$ cat config.mk
export PLATFORM = sky130hd
export DESIGN_NAME = xlat_cache
export DESIGN_NICKNAME = d
export VERILOG_FILES = /design/src/rtl/xlat_pkg.sv /design/src/rtl/xlat_entry_array.sv /design/src/rtl/xlat_victim.sv /design/src/rtl/xlat_miss_ctl.sv /design/src/rtl/xlat_cache.sv
export SDC_FILE = /design/constraint.sdc
export NUM_CORES = 1
export LEC_CHECK = 0
export BUFFER_PORTS_ARGS = -buffer_cell sky130_fd_sc_hd__buf_2
export CAP_MARGIN = 20
export CORE_MARGIN = 4
export CORE_UTILIZATION = 40
export CTS_CLUSTER_SIZE = 25
export DETAILED_ROUTE_END_ITERATION = 12
export GPL_TIMING_DRIVEN = 1
export PLACE_DENSITY = 0.64
export SYNTH_ARGS = -nofsm -noshare
export SYNTH_HDL_FRONTEND = slang
export SYNTH_HIERARCHICAL = 1
export SYNTH_SLANG_ARGS = --single-unit
$ cat constraint.sdc
create_clock -name clk -period 5.7 [get_ports clk]
set_input_delay 0.57 -clock clk [delete_from_list [all_inputs] [get_ports clk]]
set_output_delay 0.57 -clock clk [all_outputs]
set_load 0.02 [all_outputs]
$ cat src/rtl/xlat_pkg.sv
package xlat_pkg;

  typedef struct packed {
    logic rd;
    logic wr;
    logic usr;
    logic dirty;
  } xlat_flags_t;

  typedef enum logic [1:0] {
    MS_IDLE = 2'd0,
    MS_ASK  = 2'd1,
    MS_WAIT = 2'd2
  } miss_state_t;

  function automatic logic perm_denied(input xlat_flags_t f,
                                       input logic is_store,
                                       input logic is_user);
    logic deny;
    deny = 1'b0;
    if (is_user && !f.usr) deny = 1'b1;
    if (is_store && !f.wr) deny = 1'b1;
    if (!is_store && !f.rd) deny = 1'b1;
    return deny;
  endfunction

endpackage

$ cat src/rtl/xlat_entry_array.sv
module xlat_entry_array
  import xlat_pkg::*;
#(
  parameter int ENTRIES = 8,
  parameter int TAG_W   = 20,
  parameter int PPN_W   = 20,
  localparam int IDX_W  = $clog2(ENTRIES)
) (
  input  logic               clk,
  input  logic               rst_n,
  input  logic               flush,
  input  logic [TAG_W-1:0]   look_tag,
  input  logic               wr_en,
  input  logic [IDX_W-1:0]   wr_idx,
  input  logic [TAG_W-1:0]   wr_tag,
  input  logic [PPN_W-1:0]   wr_ppn,
  input  xlat_flags_t        wr_flags,
  input  logic               dirty_set,
  output logic [ENTRIES-1:0] hit_vec,
  output logic [ENTRIES-1:0] valid_vec,
  output logic [PPN_W-1:0]   hit_ppn,
  output xlat_flags_t        hit_flags
);

  logic [TAG_W-1:0] tag_q   [ENTRIES];
  logic [PPN_W-1:0] ppn_q   [ENTRIES];
  xlat_flags_t      flags_q [ENTRIES];

  for (genvar gi = 0; gi < ENTRIES; gi++) begin : g_ent
    logic sel_w;
    assign sel_w = wr_en && (wr_idx == IDX_W'(gi));

    always_ff @(posedge clk) begin
      if (!rst_n) begin
        valid_vec[gi] <= 1'b0;
      end else if (sel_w) begin
        valid_vec[gi] <= 1'b1;
      end else if (flush) begin
        valid_vec[gi] <= 1'b0;
      end
    end

    always_ff @(posedge clk) begin
      if (!rst_n) begin
        tag_q[gi]   <= '0;
        ppn_q[gi]   <= '0;
        flags_q[gi] <= '0;
      end else if (sel_w) begin
        tag_q[gi]   <= wr_tag;
        ppn_q[gi]   <= wr_ppn;
        flags_q[gi] <= wr_flags;
      end else if (dirty_set && hit_vec[gi]) begin
        flags_q[gi].dirty <= 1'b1;
      end
    end

    assign hit_vec[gi] = valid_vec[gi] && (tag_q[gi] == look_tag);
  end

  always_comb begin
    hit_ppn   = '0;
    hit_flags = '0;
    for (int i = 0; i < ENTRIES; i++) begin
      hit_ppn   = hit_ppn   | (ppn_q[i] & {PPN_W{hit_vec[i]}});
      hit_flags = hit_flags | (flags_q[i] & {$bits(xlat_flags_t){hit_vec[i]}});
    end
  end

endmodule

$ cat src/rtl/xlat_victim.sv
module xlat_victim #(
  parameter int ENTRIES = 8,
  localparam int IDX_W  = $clog2(ENTRIES)
) (
  input  logic               clk,
  input  logic               rst_n,
  input  logic [ENTRIES-1:0] valid_vec,
  input  logic               advance,
  output logic [IDX_W-1:0]   victim_idx
);

  logic [IDX_W-1:0] rr_q;
  logic [IDX_W-1:0] free_idx;
  logic             free_found;

  always_comb begin
    free_found = 1'b0;
    free_idx   = '0;
    for (int i = ENTRIES - 1; i >= 0; i--) begin
      if (!valid_vec[i]) begin
        free_found = 1'b1;
        free_idx   = IDX_W'(i);
      end
    end
  end

  assign victim_idx = free_found ? free_idx : rr_q;

  always_ff @(posedge clk) begin
    if (!rst_n) begin
      rr_q <= '0;
    end else if (advance && !free_found) begin
      rr_q <= (rr_q == IDX_W'(ENTRIES - 1)) ? '0 : rr_q + 1'b1;
    end
  end

endmodule

$ cat src/rtl/xlat_miss_ctl.sv
module xlat_miss_ctl
  import xlat_pkg::*;
#(
  parameter int VPN_W = 20
) (
  input  logic             clk,
  input  logic             rst_n,
  input  logic             miss,
  input  logic [VPN_W-1:0] look_vpn,
  input  logic             walk_ready,
  input  logic             fill_valid,
  output logic             busy,
  output logic             walk_valid,
  output logic [VPN_W-1:0] walk_vpn,
  output logic             fill_take
);

  miss_state_t      state_q;
  logic [VPN_W-1:0] vpn_q;

  always_ff @(posedge clk) begin
    if (!rst_n) begin
      state_q <= MS_IDLE;
      vpn_q   <= '0;
    end else begin
      unique case (state_q)
        MS_IDLE: if (miss) begin
          state_q <= MS_ASK;
          vpn_q   <= look_vpn;
        end
        MS_ASK:  if (walk_ready) state_q <= MS_WAIT;
        MS_WAIT: if (fill_valid) state_q <= MS_IDLE;
        default: state_q <= MS_IDLE;
      endcase
    end
  end

  assign busy       = (state_q != MS_IDLE);
  assign walk_valid = (state_q == MS_ASK);
  assign walk_vpn   = vpn_q;
  assign fill_take  = (state_q == MS_WAIT) && fill_valid;

endmodule

$ cat src/rtl/xlat_cache.sv
module xlat_cache
  import xlat_pkg::*;
#(
  parameter int VA_W      = 32,
  parameter int PA_W      = 32,
  parameter int PAGE_BITS = 12,
  parameter int ENTRIES   = 8,
  localparam int VPN_W    = VA_W - PAGE_BITS,
  localparam int PPN_W    = PA_W - PAGE_BITS,
  localparam int IDX_W    = $clog2(ENTRIES)
) (
  input  logic             clk,
  input  logic             rst_n,
  input  logic             flush,
  input  logic             req_valid,
  output logic             req_ready,
  input  logic [VA_W-1:0]  req_va,
  input  logic             req_write,
  input  logic             req_user,
  output logic             rsp_valid,
  output logic             rsp_fault,
  output logic [PA_W-1:0]  rsp_pa,
  output logic             rsp_was_dirty,
  output logic             walk_valid,
  input  logic             walk_ready,
  output logic [VPN_W-1:0] walk_vpn,
  input  logic             fill_valid,
  input  logic [PPN_W-1:0] fill_ppn,
  input  logic             fill_read,
  input  logic             fill_write,
  input  logic             fill_user,
  input  logic             fill_dirty
);

  logic [VPN_W-1:0]   look_vpn;
  logic [ENTRIES-1:0] hit_vec;
  logic [ENTRIES-1:0] valid_vec;
  logic [PPN_W-1:0]   hit_ppn;
  xlat_flags_t        hit_flags;
  xlat_flags_t        fill_flags;
  logic [IDX_W-1:0]   victim_idx;
  logic               busy;
  logic               fill_take;
  logic               look_ok;
  logic               hit;
  logic               denied;
  logic               miss;
  logic               dirty_set;

  assign look_vpn = req_va[VA_W-1:PAGE_BITS];
  assign look_ok  = req_valid && !busy && !flush;
  assign hit      = |hit_vec;
  assign denied   = perm_denied(hit_flags, req_write, req_user);
  assign miss     = look_ok && !hit;

  assign req_ready     = look_ok && hit;
  assign rsp_valid     = req_ready && !denied;
  assign rsp_fault     = req_ready && denied;
  assign rsp_pa        = {hit_ppn, req_va[PAGE_BITS-1:0]};
  assign rsp_was_dirty = req_ready && hit_flags.dirty;
  assign dirty_set     = rsp_valid && req_write;

  assign fill_flags = '{rd: fill_read, wr: fill_write, usr: fill_user, dirty: fill_dirty};

  xlat_entry_array #(
    .ENTRIES (ENTRIES),
    .TAG_W   (VPN_W),
    .PPN_W   (PPN_W)
  ) u_array (
    .clk       (clk),
    .rst_n     (rst_n),
    .flush     (flush),
    .look_tag  (look_vpn),
    .wr_en     (fill_take),
    .wr_idx    (victim_idx),
    .wr_tag    (walk_vpn),
    .wr_ppn    (fill_ppn),
    .wr_flags  (fill_flags),
    .dirty_set (dirty_set),
    .hit_vec   (hit_vec),
    .valid_vec (valid_vec),
    .hit_ppn   (hit_ppn),
    .hit_flags (hit_flags)
  );

  xlat_victim #(
    .ENTRIES (ENTRIES)
  ) u_victim (
    .clk        (clk),
    .rst_n      (rst_n),
    .valid_vec  (valid_vec),
    .advance    (fill_take),
    .victim_idx (victim_idx)
  );

  xlat_miss_ctl #(
    .VPN_W (VPN_W)
  ) u_miss (
    .clk        (clk),
    .rst_n      (rst_n),
    .miss       (miss),
    .look_vpn   (look_vpn),
    .walk_ready (walk_ready),
    .fill_valid (fill_valid),
    .busy       (busy),
    .walk_valid (walk_valid),
    .walk_vpn   (walk_vpn),
    .fill_take  (fill_take)
  );

endmodule

==> impl_results.md <==
- Sequential fraction of the synthesis area: 0.610
- Hold Violations, Final: 0
- Async SR Flop Fraction: 0
- Power per cell area: 312 mW/mm^2
- Critical path peak fanout: 13
- Core Rows: 78
- Final worst slack: 1.66 ns
- Prevailing post-synth register cell: edfxtp_1
- Setup TNS after final layout: 0 ns
- WS Path Type: reg2out
- CTS tree: built
- Final setup fails: 0
- Final period util: 0.708
- Routed len/inst: 24.0 um
- DRC viols: 0
- Synth area leader: edfxtp_1
- H-Tree Depth: 2
- Root Driver: clkbuf_16
- Post-Syn Area: 0.0184 mm^2
- Gr ovfl total: 0
- CP required: 5.13 ns
- Buffer levels on the longest clock path: 3
- CTS Buf Count: 41
- Post-synth top cells: and2_1 (354), edfxtp_1 (352), nand3_1 (153)
- VDD IR max: 0.000282 V
- Synth top area share: 0.575
- # clock sinks: 385
- Max Transition Viols Final: 0
- Die Wd: 222 um
- Clock transition at path regs: 0.06 ns
- Core Box Area: 0.0454 mm^2
- Syn. warnings: 6
- Pin count of the biggest net entering global routing: 46
- Achievable clock frequency: 0.248 GHz
- Synth unique cells: 45
- Worst-skew pair later-pin latency: 0.55 ns
- Post-CTS sizing: 0
- Post-DRT Antenna Nets: 0
- Most common cell in the netlist: and2_1
- Initial Util: 0.405
- Yosys reg bits: 385
- Top cells by area, synth: edfxtp_1 (57%), and2_1 (12%), xnor2_1 (6.1%)
- Area Growth Syn to Fin: 13.2%
- Vias per Instance: 5.45
- Status: finished clean
- I/O Buffers: 96
- Startpoint Class: flip-flop
- Die Area: 0.0495 mm^2
- Post-synth EDFFs: 352
- Minimum clock period: 4.04 ns
- Cells after synthesis: 1482
- Vias in the first global route: 12300
- Layout Skew: 0.0184 ns
- Setup WS pre-CTS: 1.74 ns
- Setup repair after global routing missed its margin: false
- Hpwl dp: 31.5 mm
- CTS Hold Buffers Added: 0
- Placer congestion estimate: 0.785
- Slew HR: 0.273
- HP Class: in2reg
- Maxcap violations: 0
- Via count: 11800
- Critical Path AT: 3.47 ns
- Setup Buffers After CTS: 0
- Ports: 121
- Final wirelength: 52.2 mm
- Syn_nets: 1548
- Pleak: 7.63 nW
- Initial antenna violation count: 4
- Critical Path End Type: output pin
- DRT Pass-1 Iters: 5
- Proportion of layout cells with a drive suffix above 1: 0.146
- Layout Nets: 1607
- DRT iter0 DRCs: 1076
- Tightest Pin Transition: 1.09 ns
- Syn Area/Cell: 12.4 um^2
- Gr usage total: 0.209
- Die height: 222 um
- First-pass GRT wire length: 78.3 mm
[worst max-delay path: stages, from the launching register on]
cell	delay [ns]
edfxtp_1	0.39
xor2_1	0.16
nor4_1	0.42
and3_1	0.61
buf_4	0.33
nand3_1	0.09
nand4_1	0.12
nand4b_1	0.15
mux2i_1	0.09
a21oi_1	0.24
and2_1	0.16
buf_2	0.15
[area by class of cell]
type                    instances  area (um^2)
diodes                          1         2.50
clock buffers                  51         1140
clock inverters                24          330
fillers                      4088        24500
inverters                       5         18.8
multi-input cells             978         6600
flip-flops and latches        385        11200
well taps                     600          751
repair buffers                130          759
[per-layer routing]
metal  GRT usage  wire length [um]  up-vias
li1            -                 -     5353
met4      0.0614              1410        4
met2       0.366             26100      482
met5           0                33        -
met3      0.0363              3700       86
met1       0.267             21000     5920
[state kept, by name, indices dropped and copies added, names as in the netlist]
register / cells
u_array/ppn_q: 160
u_miss/walk_vpn: 20
u_miss/state_q: 2
u_array/tag_q: 160
u_array/valid_vec: 8
u_array/flags_q: 32
u_victim/rr_q: 3
[power by group]
part	switching [W]	leakage, nW	internal, W
Combinational	0.000229	3.17	0.000112
Clock	0.00112	0.705	0.00178
Sequential	0.0000693	3.76	0.00319
[worst paths after layout]
kind                                      startpoint                         endpoint  slack [ns]  cells past startpoint
hold / removal                            walk_ready   u_miss/state_q[0]$_SDFFE_PN0P_        0.24                      2
hold reg to reg        u_victim/rr_q[2]$_SDFFE_PN0P_    u_victim/rr_q[2]$_SDFFE_PN0P_        0.51                      2
setup / recovery  u_array/tag_q[1][37]$_SDFFCE_PN0P_                        rsp_valid        1.66                     11
setup reg to reg  u_array/tag_q[1][37]$_SDFFCE_PN0P_  u_array/flags_q[0][8]$_DFFE_PP_        2.23                     12
[stage by stage]
stage,instances,instance area [um^2],utilization,total power (W),hold slack (ns)
6_report,2174,20800,0.459,0.00650,0.240
2_1_floorplan,1482,18400,-,0.00353,0.455
3_3_place_gp,2094,19300,0.425,0.00366,0.472
3_5_place_dp,2094,19300,0.425,0.00366,0.493
5_1_grt,2174,20800,0.459,0.00671,0.240
4_1_cts,2169,20800,0.458,0.00655,0.227
[cell families after synthesis]
group / synth area share
fa+ha+maj: 0.00136
xor+xnor: 0.0762
buf+inv: 0.0392
mux: 0.0131
flops: 0.610
compound gates: 0.0196
simple gates: 0.240
[cell usage in the layout, fill, tap and decap left out, types with 8 or more instances in the layout]
| master | n |
|---|---|
| and2_1 | 354 |
| edfxtp_1 | 352 |
| nand3_1 | 153 |
| xnor2_1 | 128 |
| buf_2 | 96 |
| nand2_1 | 67 |
| nand4_1 | 48 |
| clkbuf_16 | 43 |
| and3_1 | 33 |
| dfxtp_1 | 33 |
| xor2_1 | 32 |
| buf_4 | 31 |
| a31oi_1 | 25 |
| mux2i_1 | 24 |
| nand4b_1 | 24 |
| nor4_1 | 10 |
| bufinv_16 | 8 |
| nor4_4 | 8 |
| o21ai_4 | 8 |
| nand2b_1 | 8 |
| nor2_4 | 8 |
| a21o_1 | 8 |
Note: power is estimated with default switching activity, not from simulation.
